===== src/rtl/rom9_bank_pkg.sv =====
package rom9_bank_pkg;

  typedef enum logic [2:0] {
    RG_RAM_KEY,
    RG_ROM_LO,
    RG_ROM_HI,
    RG_RAM_BANK,
    RG_NONE
  } reg_port_e;

  typedef enum logic [1:0] {
    WIN_FIXED,
    WIN_SWITCH,
    WIN_RAM,
    WIN_OTHER
  } window_e;

  localparam logic [7:0] RAM_KEY = 8'h0A;

  function automatic reg_port_e decode_port(input logic [3:0] top);
    if (top[3:1] == 3'b000)      decode_port = RG_RAM_KEY;
    else if (top == 4'h2)        decode_port = RG_ROM_LO;
    else if (top == 4'h3)        decode_port = RG_ROM_HI;
    else if (top[3:1] == 3'b010) decode_port = RG_RAM_BANK;
    else                         decode_port = RG_NONE;
  endfunction

  function automatic window_e decode_window(input logic [3:0] top);
    if (top[3:2] == 2'b00)       decode_window = WIN_FIXED;
    else if (top[3:2] == 2'b01)  decode_window = WIN_SWITCH;
    else if (top[3:1] == 3'b101) decode_window = WIN_RAM;
    else                         decode_window = WIN_OTHER;
  endfunction

  function automatic logic in_range(input logic [9:0] bank, input logic [9:0] count);
    in_range = bank < count;
  endfunction

endpackage


===== src/rtl/rom9_bank_regs.sv =====
module rom9_bank_regs
  import rom9_bank_pkg::*;
#(
  parameter int ROM_BANK_W = 9,
  parameter int RAM_BANK_W = 4
) (
  input  logic                  clk,
  input  logic                  rst_n,
  input  logic                  wr,
  input  reg_port_e             port,
  input  logic [7:0]            wdata,
  output logic [ROM_BANK_W-1:0] rom_bank,
  output logic [RAM_BANK_W-1:0] ram_bank,
  output logic                  ram_en
);
  localparam int LO_W = (ROM_BANK_W > 8) ? 8 : ROM_BANK_W;
  localparam int HI_W = ROM_BANK_W - LO_W;

  logic wr_key, wr_lo, wr_hi, wr_rb;
  assign wr_key = wr && (port == RG_RAM_KEY);
  assign wr_lo  = wr && (port == RG_ROM_LO);
  assign wr_hi  = wr && (port == RG_ROM_HI);
  assign wr_rb  = wr && (port == RG_RAM_BANK);

  always_ff @(posedge clk) begin
    if (!rst_n) ram_en <= 1'b0;
    else if (wr_key) ram_en <= (wdata == RAM_KEY);
  end

  always_ff @(posedge clk) begin
    if (!rst_n) rom_bank[LO_W-1:0] <= LO_W'(1);
    else if (wr_lo) rom_bank[LO_W-1:0] <= wdata[LO_W-1:0];
  end

  generate
    if (HI_W > 0) begin : g_hi
      always_ff @(posedge clk) begin
        if (!rst_n) rom_bank[ROM_BANK_W-1:LO_W] <= '0;
        else if (wr_hi) rom_bank[ROM_BANK_W-1:LO_W] <= wdata[HI_W-1:0];
      end
    end
  endgenerate

  always_ff @(posedge clk) begin
    if (!rst_n) ram_bank <= '0;
    else if (wr_rb) ram_bank <= wdata[RAM_BANK_W-1:0];
  end
endmodule


===== src/rtl/rom9_bank_xlate.sv =====
module rom9_bank_xlate
  import rom9_bank_pkg::*;
#(
  parameter int ROM_BANK_W = 9,
  parameter int RAM_BANK_W = 4,
  parameter int ROM_OFS_W  = 14,
  parameter int RAM_OFS_W  = 13
) (
  input  window_e                          win,
  input  logic [ROM_OFS_W-1:0]             ofs,
  input  logic [ROM_BANK_W-1:0]            rom_bank,
  input  logic [RAM_BANK_W-1:0]            ram_bank,
  input  logic [ROM_BANK_W:0]              rom_cnt,
  input  logic [RAM_BANK_W:0]              ram_cnt,
  output logic [ROM_BANK_W+ROM_OFS_W-1:0]  rom_addr,
  output logic [RAM_BANK_W+RAM_OFS_W-1:0]  ram_addr,
  output logic                             rom_oor,
  output logic                             ram_oor
);
  logic [ROM_BANK_W-1:0] eff_bank;
  assign eff_bank = (win == WIN_FIXED) ? '0 : rom_bank;
  assign rom_addr = {eff_bank, ofs};
  assign ram_addr = {ram_bank, ofs[RAM_OFS_W-1:0]};
  assign rom_oor  = !in_range(10'(rom_bank), 10'(rom_cnt));
  assign ram_oor  = !in_range(10'(ram_bank), 10'(ram_cnt));
endmodule


===== src/rtl/rom9_bank_rdmux.sv =====
module rom9_bank_rdmux
  import rom9_bank_pkg::*;
(
  input  window_e    win,
  input  logic       rom_oor,
  input  logic       ram_oor,
  input  logic [7:0] rom_q,
  input  logic [7:0] ram_q,
  output logic [7:0] rdata
);
  always_comb begin
    unique case (win)
      WIN_FIXED:  rdata = rom_q;
      WIN_SWITCH: rdata = rom_oor ? 8'h00 : rom_q;
      WIN_RAM:    rdata = ram_oor ? 8'h00 : ram_q;
      default:    rdata = 8'h00;
    endcase
  end
endmodule


===== src/rtl/rom9_bank_ctrl.sv =====
module rom9_bank_ctrl
  import rom9_bank_pkg::*;
#(
  parameter int ROM_BANK_W = 9,
  parameter int RAM_BANK_W = 4,
  parameter int ROM_OFS_W  = 14,
  parameter int RAM_OFS_W  = 13
) (
  input  logic                             clk,
  input  logic                             rst_n,
  input  logic [15:0]                      bus_addr,
  input  logic                             bus_wr,
  input  logic [7:0]                       bus_wdata,
  output logic [7:0]                       bus_rdata,
  input  logic [ROM_BANK_W:0]              rom_banks_cfg,
  input  logic [RAM_BANK_W:0]              ram_banks_cfg,
  input  logic [7:0]                       rom_q,
  input  logic [7:0]                       ram_q,
  output logic [ROM_BANK_W+ROM_OFS_W-1:0]  rom_addr,
  output logic [RAM_BANK_W+RAM_OFS_W-1:0]  ram_addr,
  output logic                             ram_we,
  output logic                             rom_oor,
  output logic                             ram_oor
);
  reg_port_e             port;
  window_e               win;
  logic [ROM_BANK_W-1:0] rom_bank_q;
  logic [RAM_BANK_W-1:0] ram_bank_q;
  logic                  ram_en_q;

  assign port = decode_port(bus_addr[15:12]);
  assign win  = decode_window(bus_addr[15:12]);

  rom9_bank_regs #(.ROM_BANK_W(ROM_BANK_W), .RAM_BANK_W(RAM_BANK_W)) regs_i (
    .clk(clk), .rst_n(rst_n), .wr(bus_wr), .port(port), .wdata(bus_wdata),
    .rom_bank(rom_bank_q), .ram_bank(ram_bank_q), .ram_en(ram_en_q)
  );

  rom9_bank_xlate #(
    .ROM_BANK_W(ROM_BANK_W), .RAM_BANK_W(RAM_BANK_W),
    .ROM_OFS_W(ROM_OFS_W), .RAM_OFS_W(RAM_OFS_W)
  ) xlate_i (
    .win(win), .ofs(bus_addr[ROM_OFS_W-1:0]),
    .rom_bank(rom_bank_q), .ram_bank(ram_bank_q),
    .rom_cnt(rom_banks_cfg), .ram_cnt(ram_banks_cfg),
    .rom_addr(rom_addr), .ram_addr(ram_addr),
    .rom_oor(rom_oor), .ram_oor(ram_oor)
  );

  rom9_bank_rdmux rdmux_i (
    .win(win), .rom_oor(rom_oor), .ram_oor(ram_oor),
    .rom_q(rom_q), .ram_q(ram_q), .rdata(bus_rdata)
  );

  assign ram_we = bus_wr && (win == WIN_RAM) && ram_en_q && !ram_oor;
endmodule


===== config.mk =====
export PLATFORM = sky130hd
export DESIGN_NAME = rom9_bank_ctrl
export DESIGN_NICKNAME = d
export VERILOG_FILES = /design/src/rtl/rom9_bank_pkg.sv /design/src/rtl/rom9_bank_regs.sv /design/src/rtl/rom9_bank_xlate.sv /design/src/rtl/rom9_bank_rdmux.sv /design/src/rtl/rom9_bank_ctrl.sv
export SDC_FILE = /design/constraint.sdc
export NUM_CORES = 1
export LEC_CHECK = 0
export BUFFER_PORTS_ARGS = -buffer_cell sky130_fd_sc_hd__buf_2
export CORE_MARGIN = 2
export CORE_UTILIZATION = 39
export DETAILED_ROUTE_END_ITERATION = 10
export PLACE_DENSITY_LB_ADDON = 0.2
export SLEW_MARGIN = 20
export SYNTH_ARGS = -nofsm -noshare
export SYNTH_HDL_FRONTEND = slang
export SYNTH_SLANG_ARGS = --single-unit

===== constraint.sdc =====
create_clock -name clk -period 2 [get_ports clk]
set_input_delay 0.1 -clock clk [delete_from_list [all_inputs] [get_ports clk]]
set_output_delay 0.1 -clock clk [all_outputs]
set_load 0.01 [all_outputs]

==> metrics <==
status completed; vias per inst 4.67; num ports 109; Die Area slightly below 0.004 mm^2; CTS hold repair buffers 0; P&R area growth vs syn 25.2%; Worst Setup End Kind output port; initial antenna violation count 0; Initial Util 40.5%; gpl congestion 0.791; Arrival @ worst endpoint around 1.8 ns; Least-Margin Pin Slew about 0.45 ns; Setup Crit Path Kind reg2out; CTS tree yes; final worst-path cycle share 96.3%; fin util 50.7%; VDD IR max 247 uV; Worst EP required approximately 1.9 ns; largest net degree at the start of global routing 15; Clock transition at path regs 0.08 ns; Pwr Total a little over 0.0006 W; first-pass GRT wire length 5020 um; via count of the first global-routing pass 1104; Syn Area/Cell 8.12 um^2; slowest stage delay, CP 0.34 ns; cts bufs inserted 3; Wirelength per Cell around 12 um; fin crit period 1.93 ns; Cell variety after synth 29; clk sinks 14; leakage power ~0.87 nW; Final setup violation count 0; gr ovfl total 0; Net Count, Synth 234; Cells after DPL 252; 1st-iter DRT viols 26; power per cell area 365 mW/mm^2; Final Max Tran Viols 0; relative slew slack roughly 70%; Mapped Area 0.00134 mm^2; Root Driver clkbuf_4; worst-path cell chain ha_4, and4b_2, a31oi_4, a21boi_4, o32ai_2, buf_2; Total Wirelength roughly 3200 um; worst-path fanout max 8; Post-DP HPWL 2610 um; Layout Nets around 280; post-route setup TNS 0 ns; Die W 62.6 um; layout cells sized above 1 between 40% and 50%; Worst path slowest cell dfxtp_2; All-Layer GR Usage 15.6%; H-tree depth 1; Die H 62.6 um; fmax 519 MHz; num rows 21; n_diodes 0; Filler cells 357; Mapped Cells 165; yosys warns 0; Worst Hold Class in2reg; Core ar. 0.00331 mm^2; drt drc 0; CTS max path bufs 2; detailed-route via count 1204; final std cells w/o fill 258; synthesized flop and latch total 14; Skew-Pair Late Insertion Delay 0.27 ns; DRT antenna net count 0; drt pass-1 iters 4; Startpoint Class flop; PortBufs 72; Final Hold Viols 0; max-cap violation count 0; clock skew 0 ns; register area share after synthesis 20.9%; unrepaired setup endpoints after global routing yes
==> cell usage in the layout (no fill, tap or decap), types with 3 or more instances in the layout <==
cell type / Yosys / routed
ha_4: 0 / 3
ha_1: 11 / 8
inv_1: 27 / 27
buf_2: 0 / 72
a21oi_1: 6 / 3
mux2i_1: 13 / 13
o32ai_2: 0 / 3
clkbuf_4: 0 / 3
a21oi_2: 0 / 3
nor2_1: 5 / 4
dfxtp_1: 14 / 8
buf_4: 27 / 4
nand2_1: 8 / 7
o32ai_1: 8 / 5
dfxtp_2: 0 / 6
nor2b_1: 20 / 20
==> synthesized netlist by cell type, drive strengths merged <==
master	n	area share, %
nor3b	1	0.93
a21oi	6	2.2
a21o	1	0.56
nand4	1	0.47
o21ai	4	1.8
nand3	2	0.75
nand2b	1	0.47
a21boi	2	1.4
ha	11	10
buf	29	17
nand2	9	2.7
and4bb	1	0.93
inv	27	7.6
and2b	2	1.1
nor2b	20	9.3
and4b	1	0.75
nor4b	2	1.3
nor2	6	2.2
o32ai	8	5.2
a31oi	1	1.6
clkbuf	3	0.93
mux2i	13	9.7
dfxtp	14	21
==> metal layers <==
metal  share of wire [%]  up-vias  track usage [%]
li1                    -      613                -
met1                  41      533             18.8
met2                  48       44             26.5
met3                 7.0       14             2.52
met4                 3.0        0             8.61
met5                   0        -                0
==> registers in the layout, indices dropped and copies added, names as in the netlist <==
| name | cells |
|---|---|
| regs_i.ram_bank | 4 |
| regs_i.ram_en | 1 |
| regs_i.rom_bank | 9 |
==> power breakdown <==
| part | leakage (nW) | switching [W] | internal, W |
|---|---|---|---|
| Clock | 0.0138 | 0.0000790 | 0.0000697 |
| Combinational | 0.742 | 0.0000884 | 0.0000885 |
| Sequential | 0.116 | 0.00000368 | 0.000283 |
| Total | 0.872 | 0.000171 | 0.000441 |
==> cell type report <==
| type | instances | area (um^2) | share of cell area (%) |
|---|---|---|---|
| clock buffers | 3 | 22.5 | 1.34 |
| inverters | 27 | 101 | 6.04 |
| multi-input cells | 92 | 818 | 48.8 |
| flip-flops and latches | 14 | 288 | 17.2 |
| well taps | 46 | 57.6 | 3.43 |
| repair buffers | 76 | 390 | 23.3 |
==> worst max-delay path: cells and delay by family, from the launching register on <==
kind / cells / cell delay [ns]
AND/OR/NAND/NOR: 1 / 0.26
flip-flops: 1 / 0.34
buffers and inverters: 1 / 0.16
AO/OA/AOI/OAI: 3 / 0.52
adder cells (fa/ha/maj): 1 / 0.27
==> worst paths after layout <==
path / start / depth (start not counted) / endpoint / slack [ns]
min: rst_n / 2 / regs_i.rom_bank[0] / 0.09
max reg2reg: regs_i.rom_bank[6] / 3 / regs_i.rom_bank[6] / 1.23
max: regs_i.rom_bank[8] / 6 / bus_rdata[2] / 0.07
min reg2reg: regs_i.ram_en / 2 / regs_i.ram_en / 0.49
==> metrics by stage <==
stage	hold WS, ns	worst slack [ns]	instance area, um^2
after detailed placement	0.200	0.190	1530
after floorplan	0.228	0.433	1340
after CTS	0.0851	0.00694	1650
final	0.0932	0.0731	1680
after global routing	0.104	-0.0301	1680
after global placement	0.200	0.237	1530
==> logic make-up (layout without fill, tap and decap cells) <==
kind of cell / after synthesis / after routing / synth area share (%)
buffers and inverters: 59 / 106 / 25.3
AND/OR/NAND/NOR: 46 / 46 / 21.0
AO/OA/AOI/OAI: 22 / 22 / 12.8
flip-flops: 14 / 14 / 20.9
multiplexers: 13 / 13 / 9.71
adder cells (fa/ha/maj): 11 / 11 / 10.3
==> repair_timing <==
| item | in CTS | in global routing |
|---|---|---|
| setup endpoints to repair | 8 | 8 |
| gates resized for setup | 13 | 10 |
| setup buffers | 4 | 0 |
| pin swaps | 6 | 5 |
Note: power is estimated with default switching activity, not from simulation.
